File: config.mk
export PLATFORM = sky130hd
export DESIGN_NAME = exc_dispatch
export DESIGN_NICKNAME = d
export VERILOG_FILES = /design/src/rtl/exc_dispatch_pkg.sv /design/src/rtl/exc_prio_pick.sv /design/src/rtl/exc_ctx_save.sv /design/src/rtl/exc_tier_sel.sv /design/src/rtl/exc_dispatch.sv
export SDC_FILE = /design/constraint.sdc
export NUM_CORES = 1
export LEC_CHECK = 0
export BUFFER_PORTS_ARGS = -buffer_cell sky130_fd_sc_hd__buf_2
export CAP_MARGIN = 20
export CORE_ASPECT_RATIO = 1.1
export CORE_MARGIN = 5
export CORE_UTILIZATION = 50
export DETAILED_ROUTE_END_ITERATION = 8
export PLACE_DENSITY = 0.85
export SYNTH_ARGS = -nofsm -noshare
export SYNTH_HDL_FRONTEND = slang
export SYNTH_HIERARCHICAL = 1
export SYNTH_SLANG_ARGS = --single-unit
File: constraint.sdc
create_clock -name clk -period 5.4 [get_ports clk]
set_input_delay 1.08 -clock clk [delete_from_list [all_inputs] [get_ports clk]]
set_output_delay 1.08 -clock clk [all_outputs]
set_load 0.005 [all_outputs]
File: src/rtl/exc_dispatch_pkg.sv
package exc_dispatch_pkg;
   localparam int unsigned F_ISI   = 0;
   localparam int unsigned F_PROG  = 1;
   localparam int unsigned F_SYSC  = 2;
   localparam int unsigned F_FPU   = 3;
   localparam int unsigned F_MCHK  = 4;
   localparam int unsigned F_DSI   = 5;
   localparam int unsigned F_ALIGN = 6;
   localparam int unsigned F_EXT   = 7;
   localparam int unsigned F_PMON  = 8;
   localparam int unsigned F_DEC   = 9;
   localparam int unsigned N_SYNC  = 7;
   localparam int unsigned N_ASYNC = 3;
   localparam int unsigned N_KNOWN = N_SYNC + N_ASYNC;

   typedef logic [N_KNOWN-1:0] kind_vec_t;

   // kinds whose return address is the next instruction
   localparam kind_vec_t RET_NEXT = kind_vec_t'((1 << F_ISI) | (1 << F_SYSC) |
                                                (1 << F_EXT) | (1 << F_PMON) | (1 << F_DEC));

   function automatic logic [31:0] entry_of(input int unsigned kind);
      logic [31:0] a;
      case (kind)
         F_ISI:   a = 32'h0000_0400;
         F_PROG:  a = 32'h0000_0700;
         F_SYSC:  a = 32'h0000_0C00;
         F_FPU:   a = 32'h0000_0800;
         F_DSI:   a = 32'h0000_0300;
         F_ALIGN: a = 32'h0000_0600;
         F_EXT:   a = 32'h0000_0500;
         F_PMON:  a = 32'h0000_0F00;
         F_DEC:   a = 32'h0000_0900;
         default: a = 32'h0;
      endcase
      return a;
   endfunction
endpackage

File: src/rtl/exc_prio_pick.sv
module exc_prio_pick #(
   parameter int unsigned N = 4
) (
   input  logic [N-1:0] req,
   output logic [N-1:0] gnt,
   output logic         any
);
   if (N < 1) begin : g_bad_n
      $error("exc_prio_pick: N must be at least 1");
   end

   logic [N:0] above;   // above[i]: some request with index below i
   assign above[0] = 1'b0;

   for (genvar i = 0; i < N; i++) begin : g_lane
      assign gnt[i]     = req[i] & ~above[i];
      assign above[i+1] = above[i] | req[i];
   end

   assign any = above[N];
endmodule

File: src/rtl/exc_ctx_save.sv
module exc_ctx_save
   import exc_dispatch_pkg::*;
#(
   parameter int unsigned XLEN      = 32,
   parameter logic [XLEN-1:0] SAVE_MASK = XLEN'(32'h87C0_FFFF),
   parameter logic [XLEN-1:0] CLR_MASK  = XLEN'(32'h0004_EF36),
   parameter int unsigned BIT_LE    = 0,
   parameter int unsigned BIT_ILE   = 16,
   parameter int unsigned BIT_ISTAG = 30
) (
   input  kind_vec_t       sel,
   input  logic            take,
   input  logic [XLEN-1:0] pc_i,
   input  logic [XLEN-1:0] npc_i,
   input  logic [XLEN-1:0] msr_i,
   input  logic [XLEN-1:0] srr1_i,
   output logic [XLEN-1:0] srr0,
   output logic [XLEN-1:0] srr1,
   output logic [XLEN-1:0] msr_new
);
   logic [XLEN-1:0] kept;
   logic [XLEN-1:0] swapped;
   logic            want_next;

   assign kept      = msr_i & SAVE_MASK;
   assign want_next = |(sel & RET_NEXT);

   always_comb begin
      swapped         = msr_i;
      swapped[BIT_LE] = msr_i[BIT_ILE];
   end

   always_comb begin
      srr0    = '0;
      srr1    = '0;
      msr_new = msr_i;
      if (take) begin
         srr0 = want_next ? npc_i : pc_i;
         if (sel[F_PROG])
            srr1 = srr1_i | kept;
         else if (sel[F_ISI]) begin
            srr1            = kept;
            srr1[BIT_ISTAG] = 1'b1;
         end else
            srr1 = kept;
         msr_new = swapped & ~CLR_MASK;
      end
   end
endmodule

File: src/rtl/exc_tier_sel.sv
module exc_tier_sel
   import exc_dispatch_pkg::*;
#(
   parameter int unsigned NFLAG = 12
) (
   input  logic [NFLAG-1:0] pend,
   input  logic             ext_en,
   output kind_vec_t        sel,
   output logic             take,
   output logic             err,
   output logic [NFLAG-1:0] pend_next
);
   logic [N_SYNC-1:0]  s_gnt;
   logic [N_ASYNC-1:0] a_gnt;
   logic               s_any, a_any, async_ok, mchk_win;
   kind_vec_t          clr;
   logic [NFLAG-1:0]   clr_full;

   exc_prio_pick #(.N(N_SYNC)) u_sync (
      .req(pend[N_SYNC-1:0]), .gnt(s_gnt), .any(s_any));

   exc_prio_pick #(.N(N_ASYNC)) u_async (
      .req(pend[N_KNOWN-1:N_SYNC]), .gnt(a_gnt), .any(a_any));

   assign async_ok = ~s_any & ext_en;

   always_comb begin
      if (s_any)         sel = {{N_ASYNC{1'b0}}, s_gnt};
      else if (async_ok) sel = {a_gnt, {N_SYNC{1'b0}}};
      else               sel = '0;
   end

   assign mchk_win = sel[F_MCHK];
   assign take     = (|sel) & ~mchk_win;
   assign err      = async_ok & (|pend) & ~a_any;

   always_comb begin
      clr = sel;
      if (mchk_win) clr[F_DSI] = 1'b1;
      clr_full               = '0;
      clr_full[N_KNOWN-1:0]  = clr;
   end

   assign pend_next = pend & ~clr_full;
endmodule

File: src/rtl/exc_dispatch.sv
module exc_dispatch
   import exc_dispatch_pkg::*;
#(
   parameter int unsigned XLEN      = 32,
   parameter int unsigned NFLAG     = 12,
   parameter bit          REG_OUT   = 1'b1,
   parameter int unsigned BIT_EE    = 15,
   parameter int unsigned BIT_ILE   = 16,
   parameter int unsigned BIT_LE    = 0,
   parameter int unsigned BIT_ISTAG = 30,
   parameter logic [XLEN-1:0] SAVE_MASK = XLEN'(32'h87C0_FFFF),
   parameter logic [XLEN-1:0] CLR_MASK  = XLEN'(32'h0004_EF36)
) (
   input  logic             clk,
   input  logic             rst_n,
   input  logic             eval_i,
   input  logic [NFLAG-1:0] pend_i,
   input  logic [XLEN-1:0]  pc_i,
   input  logic [XLEN-1:0]  npc_i,
   input  logic [XLEN-1:0]  msr_i,
   input  logic [XLEN-1:0]  srr1_i,
   output logic             done_o,
   output logic             taken_o,
   output logic             err_o,
   output logic [XLEN-1:0]  vec_o,
   output logic [XLEN-1:0]  srr0_o,
   output logic [XLEN-1:0]  srr1_o,
   output logic [XLEN-1:0]  msr_o,
   output logic [NFLAG-1:0] pend_o
);
   if (XLEN < 32) begin : g_bad_xlen
      $error("exc_dispatch: XLEN must be at least 32");
   end
   if (NFLAG < N_KNOWN) begin : g_bad_nflag
      $error("exc_dispatch: NFLAG must cover all known kinds");
   end
   if (BIT_EE >= XLEN || BIT_ILE >= XLEN || BIT_LE >= XLEN || BIT_ISTAG >= XLEN) begin : g_bad_bits
      $error("exc_dispatch: state bit position out of range");
   end

   kind_vec_t        sel;
   logic             take, err;
   logic [NFLAG-1:0] pend_next;
   logic [XLEN-1:0]  vec, srr0, srr1, msr_new;

   exc_tier_sel #(.NFLAG(NFLAG)) u_tier (
      .pend(pend_i), .ext_en(msr_i[BIT_EE]), .sel(sel),
      .take(take), .err(err), .pend_next(pend_next));

   exc_ctx_save #(
      .XLEN(XLEN), .SAVE_MASK(SAVE_MASK), .CLR_MASK(CLR_MASK),
      .BIT_LE(BIT_LE), .BIT_ILE(BIT_ILE), .BIT_ISTAG(BIT_ISTAG)
   ) u_ctx (
      .sel(sel), .take(take), .pc_i(pc_i), .npc_i(npc_i), .msr_i(msr_i),
      .srr1_i(srr1_i), .srr0(srr0), .srr1(srr1), .msr_new(msr_new));

   always_comb begin
      vec = '0;
      if (take)
         for (int unsigned k = 0; k < N_KNOWN; k++)
            if (sel[k]) vec = vec | XLEN'(entry_of(k));
   end

   if (REG_OUT) begin : g_reg
      logic             done_q, taken_q, err_q;
      logic [XLEN-1:0]  vec_q, srr0_q, srr1_q, msr_q;
      logic [NFLAG-1:0] pend_q, snap_q;

      always_ff @(posedge clk) begin
         if (!rst_n) begin
            done_q  <= 1'b0;
            taken_q <= 1'b0;
            err_q   <= 1'b0;
            vec_q   <= '0;
            srr0_q  <= '0;
            srr1_q  <= '0;
            msr_q   <= '0;
            pend_q  <= '0;
            snap_q  <= '0;
         end else begin
            done_q  <= eval_i;
            taken_q <= eval_i & take;
            err_q   <= eval_i & err;
            if (eval_i) begin
               vec_q  <= vec;
               srr0_q <= srr0;
               srr1_q <= srr1;
               msr_q  <= msr_new;
               pend_q <= pend_next;
               snap_q <= pend_i;
            end
         end
      end

      assign done_o  = done_q;
      assign taken_o = taken_q;
      assign err_o   = err_q;
      assign vec_o   = vec_q;
      assign srr0_o  = srr0_q;
      assign srr1_o  = srr1_q;
      assign msr_o   = msr_q;
      assign pend_o  = pend_q;

      // a result appears only one cycle after an evaluation request
      a_r8_done_follows_eval: assert property (@(posedge clk) disable iff (!rst_n)
         done_o |-> $past(eval_i));
      // taken and error flags qualified by the completion pulse
      a_r8_flags_need_done: assert property (@(posedge clk) disable iff (!rst_n)
         (taken_o | err_o) |-> done_o);
      // error never coincides with a dispatch
      a_r9_err_not_taken: assert property (@(posedge clk) disable iff (!rst_n)
         err_o |-> !taken_o);
      // a taken exception removes exactly one pending flag
      a_r7_one_cleared: assert property (@(posedge clk) disable iff (!rst_n)
         taken_o |-> ($countones(snap_q & ~pend_o) == 1 && (pend_o & ~snap_q) == '0));
      // external enable is low after a dispatch when the clear mask covers it
      a_r4_ee_dropped: assert property (@(posedge clk) disable iff (!rst_n)
         (taken_o && CLR_MASK[BIT_EE]) |-> !msr_o[BIT_EE]);
      // entry addresses are 256-byte aligned and non-zero when taken
      a_r1_entry_aligned: assert property (@(posedge clk) disable iff (!rst_n)
         taken_o |-> (vec_o[7:0] == 8'h00 && vec_o != '0));
   end else begin : g_comb
      assign done_o  = eval_i;
      assign taken_o = eval_i & take;
      assign err_o   = eval_i & err;
      assign vec_o   = vec;
      assign srr0_o  = srr0;
      assign srr1_o  = srr1;
      assign msr_o   = msr_new;
      assign pend_o  = pend_next;

      // error never coincides with a dispatch
      a_r9_err_not_taken_c: assert property (@(posedge clk) disable iff (!rst_n)
         err_o |-> !taken_o);
   end
endmodule

Word level (Yosys, flattened, before mapping):

Index checks and enable logic that the tools add are counted.
Widths: inputs -> output; s select.

* word-level logic and storage cells: 103
* bits in registers: 143
* output and inout port bits: 143

* multiplexer cells: 47
* bitwise gates (word level): 45
* reduce and logical (&&, ||, !) cells: 3

Operator list (number)
* $mux 32: 41
* $or 32x32->32: 10
* $mux 31: 1
* $mux 10: 2
* $mux 19: 1
* $and 1x1->1: 14
* $and 12x12->12: 1
* $not 10->12: 1
* $reduce_or 12->1: 1
* $mux 11: 1
* $not 1->1: 11
* $reduce_or 10->1: 1
* $or 1x1->1: 8
* $reduce_or 5->1: 1
* $mux 1: 1

Longest topological paths before layout:

* depth in word-level cells: 40
* mapped depth: 12

Modules after synthesis:

The synthesis kept the hierarchy.

By module, submodules not included
* exc_dispatch: cells an instance 404, area an instance 4568.1 um2, instances 1
* exc_ctx_save: cells an instance 203, area an instance 1260.0 um2, instances 1
* exc_tier_sel: cells an instance 33, area an instance 230.2 um2, instances 1
* exc_prio_pick at u_tier.u_sync: cells an instance 10, area an instance 72.6 um2, instances 1
* exc_prio_pick at u_tier.u_async: cells an instance 4, area an instance 27.5 um2, instances 1

Worst setup path after synthesis:

OpenSTA, ideal clock, no wires.

* kind: input-to-reg
* start: in pend_i[1]
* end: reg g_reg.srr0_q[10] (netlist: srr0_o[10])
* required time: 5335 ps
* library setup time: 65 ps
* path slack: 1744 ps
* stages: 9
* data arrival time: 3590 ps
* path through: or4_4 or4_1 and2_2 or4_4 nor2_8 buf_12 mux2i_1 mux2i_1 nor2b_1

RTL lines
* from (decl): RTL line exc_dispatch.sv:17 `input logic [NFLAG-1:0] pend_i,`
* $or 1x1->1 (*) (6 in series): RTL line exc_prio_pick.sv:17 `assign above[i+1] = above[i] | req[i];`
* named net u_tier.s_any: RTL line exc_tier_sel.sv:15 `logic s_any, a_any, async_ok, mchk_win;`
* $mux 10 (*): RTL line exc_tier_sel.sv:28 `if (s_any) sel = {{N_ASYNC{1'b0}}, s_gnt};`
* named net sel[2]: RTL line exc_dispatch.sv:41 `kind_vec_t sel;`
* $reduce_or 10->1 or $reduce_or 5->1 (tied branches): RTL line exc_tier_sel.sv:34, exc_ctx_save.sv:26
* $and 1x1->1 or $mux 32 (tied branches): RTL line exc_tier_sel.sv:34, exc_ctx_save.sv:38
* $mux 32 (*): RTL line exc_ctx_save.sv:37 `if (take) begin`
* named net srr0[10]: RTL line exc_dispatch.sv:44 `logic [XLEN-1:0] vec, srr0, srr1, msr_new;`
* to (signal assigned): RTL line exc_dispatch.sv:86 `srr0_q <= srr0;`
* to (decl): RTL line exc_dispatch.sv:66 `logic [XLEN-1:0] vec_q, srr0_q, srr1_q, msr_q;`

Mark *: on every way through the listed nets, which the timed path passes. The rest lies on a longest branch.
A chain may end at the register's enable or synchronous reset.

Final worst setup path:

* start: in pend_i[1]
* end: reg g_reg.srr0_q[14] (netlist: srr0_o[14])

The elaborated chain is that of the path after synthesis.

==> metrics.md <==
| Metric | Value |
|---|---|
| Outcome | `completed` |
| YS warnings | `6` |
| Gpl congestion | `roughly 0.82` |
| Final wirelength | `around 16000 um` |
| Final antenna-violating net count | `0` |
| Number of synthesized flops with an enable pin | `0` |
| Storage element area | `2300 um^2` |
| Core area | `approximately 12000 um^2` |
| Power Dens Cells | `320 nW/um^2` |
| Largest area contributor in the netlist | `dfxtp_1` |
| Final hold viol count | `0` |
| Dpl cells | `~1000` |
| TritonRoute pass-1 iters | `4` |
| RSZ-0062 raised after global routing | `false` |
| Initial DRC Count | `roughly 180` |
| Share of post-route cells with drive strength above 1 | `35.3%` |
| H-tree depth | `4` |
| Worst Hold Class | `register to register` |
| Largest cells by area after synthesis | `dfxtp_1 37%, mux2i_1 23%, nor2b_1 15%` |
| Area of the multi-input gates | `~3300 um^2` |
| Post-Synthesis Cells | `between 600 and 700` |
| Post-layout minimum cycle time | `3.93 ns` |
| # Post-CTS Setup Buffers | `0` |
| Slew margin rel. | `between 30% and 40%` |
| Max-slew violations | `0` |
| DR WL/cell | `about 15 um` |
| Setup crit start | `pend_i[1]` |
| Area Growth Syn to Fin | `26.1%` |
| Highest clock rate | `0.254 GHz` |
| Crit path capture type | `register` |
| Tot GR Track Use | `a little over a fifth` |
| Final #Nets | `about 1000` |
| TritonCTS Sinks | `115` |
| CTS tree | `done` |
| Top_reg_cell synth | `dfxtp_1` |
| #FFs+latches synth | `115` |
| CTS buffer count | `17` |
| First-pass GRT wire length | `24800 um` |
| Pin count of the biggest net entering global routing | `~80` |
| Setup violations, final | `0` |
| Fillers | `~1000` |
| Worst-Margin Slew | `about 0.9 ns` |
| PortBufs | `roughly 260` |
| Clock Latency Late Sink | `0.39 ns` |
| Util after Layout | `64.5%` |
| Synth cell types | `35` |
| Hold_ws | `0.506 ns` |
| Worst EP required | `5.74 ns` |
| Initial antenna violation count | `0` |
| Worst Setup Path Type | `input pin to register` |
| Post-DP HPWL | `around 11000 um` |
| CP startpoint kind | `input pin` |
| DIE WIDTH | `approximately 120 um` |
| P_leak | `around 4 nW` |
| Register area share after synthesis | `37.4%` |
| Hold_sp | `msr_o[19]$_SDFFE_PN0P_` |
| Via count | `4999` |
| Die Y-Extent | `~130 um` |
| Reg2reg start | `vec_o[8]$_SDFFE_PN0P_` |
| Clock Pin Slew Worst Setup and Hold Paths | `roughly 0.050 ns` |
| Placement Rows | `between 40 and 50` |
| Crit-path max FO | `32` |
| DRC Markers | `0` |
| Async S/R FF share, synth | `0%` |
| Initial Utilization | `just over 50%` |
| N_diodes | `0` |
| Vias per cell | `slightly below 5` |
| Post-route insts no fill | `between 1000 and 1500` |
| Final worst path period share | `72.8%` |
| Peak VDD IR | `0.169 mV` |
| Top cell type's share of synthesized area | `37.4%` |
| Number of placed I/O pins | `286` |
| Post-CTS Resized | `0` |
| Setup TNS | `0 ns` |
| WP data arrival | `~4.3 ns` |
| Place WS | `approximately 1.1 ns` |
| Final worst slack | `around 1.5 ns` |
| Skew final | `0 ns` |
| Cts hold-fix bufs | `0` |
| Max cap viols | `0` |
| Remaining global-route overflow | `0` |
| Clk buf depth | `2` |
| Die area | `between 10000 and 15000 um^2` |
| Vias in the first global route | `5080` |
| Synth Cell Area | `approximately 6200 um^2` |
| Clock root buffer | `clkbuf_16` |
| Syn Area/Cell | `approximately 9.4 um^2` |
## stage by stage
| step | power (mW) | cell area [um^2] |
|---|---|---|
| 2_1_floorplan | 1.19 | 6260 |
| 5_1_grt | 2.60 | 7760 |
| 3_5_place_dp | 1.31 | 7140 |
| 3_3_place_gp | 1.30 | 7140 |
| 6_report | 2.48 | 7760 |
| 4_1_cts | 2.51 | 7760 |
## sequential cells by signal, indices dropped and copies added (netlist names)
register  flops
done_o        1
vec_o         4
taken_o       1
srr1_o       32
err_o         1
pend_o       12
msr_o        32
srr0_o       32
## routing by layer
metal	wire [um]	vias to the layer above	global-route usage (%)
met5	0	-	0
met4	338	0	6.69
met3	1570	28	8.19
met2	7780	211	36.4
met1	6110	2241	23.6
li1	-	2519	-
## path summary, 6_finish.rpt
kind	to	cells past startpoint	slack (ns)
worst min-delay path	msr_o[19]$_SDFFE_PN0P_	2	0.51
worst max-delay path	srr0_o[14]$_SDFFE_PN0P_	9	1.47
worst min register to register	msr_o[19]$_SDFFE_PN0P_	2	0.51
worst max register to register	vec_o[8]$_SDFFE_PN0P_	3	4.69
## synthesized netlist by cell type, types with 4 or more instances
master	number
nor3b_1	4
dfxtp_1	115
mux2i_1	141
buf_6	7
clkbuf_1	23
nor4_1	7
nand2_1	65
nor2b_2	4
and2_2	10
a21oi_1	23
buf_4	57
and3_1	11
nor2b_1	151
## cell type report
class,count,share of cell area [%]
Multi-Input combinational cell,469,42.4
Clock buffer,20,5.62
Sequential cell,115,29.7
Timing Repair Buffer,262,17.3
Inverter,3,0.145
Clock inverter,11,2.39
Tap cell,154,2.48
## kinds of logic (layout without fill, tap and decap cells)
family          after synthesis  after routing  synth area share, %
simple gates                269            269                 25.5
buf+inv                      97            296                 11.1
flops                       115            115                 37.4
compound gates               30             30                 2.86
mux                         142            142                 23.1
other cells                   1             28               0.0609
## critical path: stages
cell and delay (ns):
buf_2 0.13, or4_4 0.55, or4_1 0.59, and2_2 0.27, or4_4 0.57, nor2_8 0.56
mux2i_1 0.28, mux2i_1 0.10, nor2b_1 0.11
## placed cells by master (no fill, tap or decap), types with 2 or more instances in the layout
| master | netlist | layout |
|---|---|---|
| buf_4 | 57 | 4 |
| bufinv_16 | 0 | 5 |
| buf_2 | 3 | 256 |
| mux2i_1 | 141 | 141 |
| nor4b_1 | 2 | 2 |
| clkinvlp_4 | 0 | 2 |
| nor4_1 | 7 | 7 |
| dfxtp_1 | 115 | 115 |
| inv_1 | 2 | 2 |
| clkbuf_1 | 23 | 3 |
| nand2_1 | 65 | 65 |
| clkbuf_16 | 0 | 17 |
| clkinv_2 | 0 | 4 |
| or4_4 | 2 | 2 |
| conb_1 | 1 | 28 |
| or4_1 | 2 | 2 |
| nor3b_1 | 4 | 4 |
| and2_2 | 10 | 10 |
| o2bb2ai_1 | 3 | 2 |
| nor2b_1 | 151 | 151 |
| and2_1 | 3 | 3 |
| nor2_1 | 3 | 3 |
| and3_1 | 11 | 11 |
| nor2b_2 | 4 | 4 |
| a21oi_1 | 23 | 23 |
## report_power, final
group,internal [mW],switching [mW],leakage (nW),total (mW)
clock network,0.813,0.384,0.300,1.20
logic,0.183,0.182,2.77,0.365
registers,0.898,0.0237,0.943,0.922
total,1.89,0.589,4.01,2.48
Power figures use the tool's default switching activity.
